--- config.mk ---
export PLATFORM = sky130hd
export DESIGN_NAME = opfwd_unit
export DESIGN_NICKNAME = d
export VERILOG_FILES = /design/src/rtl/opfwd_pkg.sv /design/src/rtl/opfwd_stage_match.sv /design/src/rtl/opfwd_prio_sel.sv /design/src/rtl/opfwd_unit.sv
export SDC_FILE = /design/constraint.sdc
export NUM_CORES = 1
export LEC_CHECK = 0
export BUFFER_PORTS_ARGS = -buffer_cell sky130_fd_sc_hd__clkbuf_2
export CAP_MARGIN = 40
export CELL_PAD_IN_SITES_DETAIL_PLACEMENT = 0
export CELL_PAD_IN_SITES_GLOBAL_PLACEMENT = 1
export CORE_AREA = 2 2 39 41
export DETAILED_ROUTE_END_ITERATION = 6
export DIE_AREA = 0 0 41 43
export PLACE_DENSITY_LB_ADDON = 0.1
export REMOVE_ABC_BUFFERS = 1
export SYNTH_ARGS = -nofsm -noshare
export SYNTH_HDL_FRONTEND = slang
export SYNTH_HIERARCHICAL = 1
export SYNTH_SLANG_ARGS = --single-unit
--- constraint.sdc ---
create_clock -name vclk -period 1.75
set_input_delay 0.35 -clock vclk [all_inputs]
set_output_delay 0.35 -clock vclk [all_outputs]
set_load 0.005 [all_outputs]
--- src/rtl/opfwd_pkg.sv ---
package opfwd_pkg;
    localparam int REG_W   = 5;
    localparam int NUM_SRC = 2;
    localparam int SEL_W   = 2;

    typedef enum logic [SEL_W-1:0] {
        FWD_RF = 2'b00,
        FWD_WB = 2'b01,
        FWD_EX = 2'b10
    } fwd_sel_e;

    typedef struct packed {
        logic             wr;
        logic [REG_W-1:0] rd;
    } producer_t;

    typedef struct packed {
        fwd_sel_e a;
        fwd_sel_e b;
    } fwd_out_t;
endpackage

--- src/rtl/opfwd_stage_match.sv ---
module opfwd_stage_match #(
    parameter int REG_W = 5
) (
    input  logic             wr_i,
    input  logic [REG_W-1:0] rd_i,
    input  logic [REG_W-1:0] src_i,
    output logic             hit_o
);
    logic live_dest;
    logic same_reg;

    always_comb begin
        live_dest = wr_i && (rd_i != '0);
        same_reg  = (rd_i == src_i);
        hit_o     = live_dest && same_reg;
    end
endmodule

--- src/rtl/opfwd_prio_sel.sv ---
module opfwd_prio_sel
    import opfwd_pkg::*;
(
    input  logic     ex_hit_i,
    input  logic     wb_hit_i,
    output fwd_sel_e sel_o
);
    always_comb begin
        if (ex_hit_i) begin
            sel_o = FWD_EX;
        end else if (wb_hit_i) begin
            sel_o = FWD_WB;
        end else begin
            sel_o = FWD_RF;
        end
    end
endmodule

--- src/rtl/opfwd_unit.sv ---
module opfwd_unit
    import opfwd_pkg::*;
(
    input  logic [4:0] id_rs_i,
    input  logic [4:0] id_rt_i,
    input  logic [4:0] exm_rd_i,
    input  logic       exm_wr_i,
    input  logic [4:0] mwb_rd_i,
    input  logic       mwb_wr_i,
    output logic [1:0] fwd_a_o,
    output logic [1:0] fwd_b_o
);
    producer_t            exm_prod;
    producer_t            mwb_prod;
    logic [REG_W-1:0]     src_num [NUM_SRC];
    logic [NUM_SRC-1:0]   ex_hit;
    logic [NUM_SRC-1:0]   wb_hit;
    fwd_sel_e             sel_d   [NUM_SRC];
    fwd_out_t             out_d;

    always_comb begin
        exm_prod.wr = exm_wr_i;
        exm_prod.rd = exm_rd_i;
        mwb_prod.wr = mwb_wr_i;
        mwb_prod.rd = mwb_rd_i;
        src_num[0]  = id_rs_i;
        src_num[1]  = id_rt_i;
    end

    for (genvar s = 0; s < NUM_SRC; s++) begin : g_src
        opfwd_stage_match #(.REG_W(REG_W)) u_ex_match (
            .wr_i  (exm_prod.wr),
            .rd_i  (exm_prod.rd),
            .src_i (src_num[s]),
            .hit_o (ex_hit[s])
        );
        opfwd_stage_match #(.REG_W(REG_W)) u_wb_match (
            .wr_i  (mwb_prod.wr),
            .rd_i  (mwb_prod.rd),
            .src_i (src_num[s]),
            .hit_o (wb_hit[s])
        );
        opfwd_prio_sel u_prio (
            .ex_hit_i (ex_hit[s]),
            .wb_hit_i (wb_hit[s]),
            .sel_o    (sel_d[s])
        );
    end

    always_comb begin
        out_d.a = sel_d[0];
        out_d.b = sel_d[1];
        fwd_a_o = out_d.a;
        fwd_b_o = out_d.b;
    end
endmodule

==> impl_metrics.toml, run 1 <==
[place]
dp.cells = 84
pre_cts_slack_ns = 0.0797
place_congestion = 0.741
io_buffer_count = 26
post_dp_cell_area_sq_um = 483

[sta]
fin_setup_tns_ns = 0
finalCriticalPeriod_ns = 1.67
rsz0062_at_grt = "no"
tightest_slew_ns = 0.245
fin_ws_ns = 0.0777
hold_violations = 0
maxSlewViolCount = 0
setup_violations = 0
slew_headroom = 0.835
fmax_ghz = 0.598
fin_crit_sh = 0.956

[layout]
fin_cells = 84
syn_to_final_growth_pct = 38.8
drive_above_1_share = 0.471
finish.instance_area_sq_um = 483
final_nets = 92
nClkBuffers = 0
design.seq.count = 0
insertedDiodeCount = 0
fin_util = 0.349
seq_area_sq_um = 0

[global_route]
overflow = 0
grt_pass1_vias = 368
grt_max_degree = 5
antenna_found_initial = 0
grt_pass1_wl_microns = 1390
grt.total_usage = 0.109

[yosys]
synth_area_leaders = "xor2_1, nor4_2, and4_1, xnor2_1, nor2b_4"
syn_inst = 44
netlist.area_leader.share = 0.302
yosysSeqAreaShare = 0
synthDistinctLibCells = 10
avgSynthCellArea_sq_um = 7.91
yosys_warnings = 6
synth.cell_area_sq_um = 348
yosysTopAreaCell = "xor2_1"
yosysMostFrequentCell = "xor2_1"

[detailed_routing]
viasPerCell = 4.50
dr.pass1.iters = 1
drc = 0
routed_wl_microns = 952
drtIter0Drc = 0
wl_per_cell_microns = 11.3
num_vias = 378
ant_nets = 0

[setup_path]
cp_data_required_time_ns = 1.40
worst-path-max-fanout = 4
critPathArrivalTime_ns = 1.32
setup.worst_path.end_class = "output pin"
startpoint = "mwb_rd_i[3]"
crit_path_start_kind = "input port"
endpoint = "fwd_b_o[0]"
critPathKind = "input port to output pin"

[die]
start_util = 0.251
die_area_sq_um = 1760
row_count = 14
core_sq_um = 1380
die_width_microns = 41
die_y_microns = 43
ioPinCount = 26

[clocking]
cts_setup_buffers = 0
ctsResizeCount = 0
postCtsHoldBufs = 0

[run]
drv_cap = 0

[power]
leakagePower_nw = 0.220
peakVddDrop_mv = 0.0514
p_per_area_nw_per_um2 = 193

[min_path]
hold_class = "input port to output pin"

[run_status]
status = "complete, no violations"
[cells by family (layout without fill, tap and decap cells)]
| logic type | count (synthesis) | after routing | synth area share |
|---|---|---|---|
| simple gates | 22 | 22 | 0.496 |
| compound gates | 4 | 4 | 0.0576 |
| buf+inv | 2 | 26 | 0.0432 |
| xor+xnor | 16 | 16 | 0.403 |
[area by class of cell]
type / instances / area (sq um)
Timing Repair Buffer: 26 / 130
Fill cell: 159 / 901
Tap cell: 16 / 20.0
Multi-Input combinational cell: 42 / 333
[critical path, cell delays in order]
cell and delay (ns):
clkbuf_2 0.13, xor2_1 0.15, nor3_1 0.24, and4_1 0.23, nor2b_4 0.12, clkbuf_2 0.11
[through the flow]
step | total power [mW] | hold slack [ns]
after floorplan | 0.0412 | 0.870
after global placement | 0.0942 | 1.10
after detailed placement | 0.0947 | 1.10
after CTS | 0.0953 | 1.11
after global routing | 0.104 | 1.12
final | 0.0931 | 1.10
[cells in the final DEF (no fill, tap or decap)]
master,netlist,layout
clkbuf_2,0,26
nor2b_4,2,2
o21ai_1,4,4
nor4_2,4,4
or2_0,4,4
nor3_1,4,4
xnor2_1,4,4
nand2_1,4,4
xor2_1,12,12
and4_1,4,4
[how the worst min path moves through the flow]
stage | from | to | slack [ns] | depth (start not counted)
3_3_place_gp | exm_wr_i | fwd_a_o[1] | 1.10 | 3
6_report | exm_wr_i | fwd_b_o[1] | 1.10 | 3
4_1_cts | exm_wr_i | fwd_b_o[1] | 1.11 | 3
3_5_place_dp | exm_wr_i | fwd_b_o[1] | 1.10 | 3
5_1_grt | exm_wr_i | fwd_a_o[1] | 1.12 | 3
2_1_floorplan | exm_wr_i | fwd_a_o[1] | 0.87 | 1
[report_power, final]
| group | total [mW] | internal (mW) | leakage, nW | switching [mW] |
|---|---|---|---|---|
| combinational | 0.0931 | 0.0461 | 0.220 | 0.0469 |
| clock | 0 | 0 | 0 | 0 |
| sequential | 0 | 0 | 0 | 0 |
[routing by layer]
layer | share of wire | vias to the layer above | GRT usage
li1 | - | 203 | -
met1 | 0.43 | 157 | 0.136
met2 | 0.46 | 18 | 0.203
met3 | 0.10 | 0 | 0.00524
met4 | 0 | 0 | 0
met5 | 0 | - | 0
Power figures use the tool's default switching activity.
==> inputs of run 2 (changes only) <==
--- a/config.mk
+++ b/config.mk
@@ -12,7 +12,7 @@
 export CORE_AREA = 2 2 39 41
 export DETAILED_ROUTE_END_ITERATION = 6
 export DIE_AREA = 0 0 41 43
-export PLACE_DENSITY_LB_ADDON = 0.1
+export PLACE_DENSITY = 0.85
 export REMOVE_ABC_BUFFERS = 1
 export SYNTH_ARGS = -nofsm -noshare
 export SYNTH_HDL_FRONTEND = slang
==> impl_metrics.toml, run 2 (synthesis gave the netlist of run 1 again) <==
[run_status]
status = "complete, no violations"

[place]
place_congestion = 0.727
io_buffer_count = 26
dp.final_hpwl_microns = 788
dp.cells = 84

[layout]
seq_area_sq_um = 0
fillers = 153
insertedDiodeCount = 0
design.seq.count = 0
drive_above_1_share = 0.471
multi_input_area_sq_um = 333
syn_to_final_growth_pct = 38.8
nClkBuffers = 0
final_cell_mix = "clkbuf_2, xor2_1"
mostFrequentLayoutCell = "clkbuf_2"
final_nets = 92
fin_cells = 84

[sta]
tightest_slew_ns = 0.201
holdWs_ns = 1.08
maxSlewViolCount = 0
hold_violations = 0
fmax_ghz = 0.617
rsz0062_at_grt = "no"
slew_headroom = 0.865
setup_violations = 0
fin_crit_sh = 0.926
finalCriticalPeriod_ns = 1.62
fin_setup_tns_ns = 0

[setup_path]
crit_path_start_kind = "input port"
setup.worst_path.end_class = "output pin"
worst-path-max-fanout = 4
critPathKind = "input port to output pin"
cp_data_required_time_ns = 1.40
critPathArrivalTime_ns = 1.27

[detailed_routing]
met2WireLength_microns = 422
ant_nets = 0
viasPerCell = 4.58
drtIter0Drc = 8
highest_layer = "met3"
routed_wl_microns = 822
wl_met1_microns = 363
route.met3.wl_microns = 36
num_vias = 385
wl_per_cell_microns = 9.79
dr.pass1.iters = 2
drc = 0

[global_route]
grt.total_usage = 0.0889
grt_pass1_wl_microns = 1150
antenna_found_initial = 0
overflow = 0
grt_max_degree = 5
grt_pass1_vias = 303

[power]
leakagePower_nw = 0.220
p_per_area_nw_per_um2 = 193
peakVddDrop_mv = 0.0663
power_mw = 0.0931

[die]
start_util = 0.251
ioPinCount = 26
die_area_sq_um = 1760
core_sq_um = 1380
row_count = 14
die_width_microns = 41
die_y_microns = 43

[clocking]
ctsResizeCount = 0
postCtsHoldBufs = 0
cts_setup_buffers = 0

[min_path]
hold_class = "input port to output pin"
whs_path_depth = 3

[run]
drv_cap = 0
==> run 2: worst paths after layout <==
check   startpoint         end  slack, ns
max    exm_rd_i[0]  fwd_a_o[0]       0.13
min       exm_wr_i  fwd_a_o[1]       1.08
==> run 2: per-stage QoR <==
stage          area [sq um]  utilization  worst slack, ns
2_1_floorplan           333            -            0.405
3_3_place_gp            483        0.349            0.111
3_5_place_dp            483        0.349            0.116
4_1_cts                 483        0.349            0.116
5_1_grt                 483        0.349           0.0356
6_report                483        0.349            0.130
==> run 2: worst max-delay path, stage by stage <==
cell,delay [ns]
clkbuf_2,0.13
nor4_2,0.28
o21ai_1,0.10
and4_1,0.21
nor2b_4,0.10
clkbuf_2,0.10
==> run 2: cell type report <==
type | instances | share of cell area
Tap cell | 16 | 0.0415
Timing Repair Buffer | 26 | 0.269
Multi-Input combinational cell | 42 | 0.689
==> run 2: power by group <==
group          switching (mW)  internal, mW
clock network               0             0
registers                   0             0
logic                  0.0470        0.0461
total                  0.0470        0.0461
==> run 2: routing by layer <==
metal,track usage,vias up
li1,-,202
met1,0.120,174
met2,0.159,9
met3,0,0
met4,0,0
met5,0,-
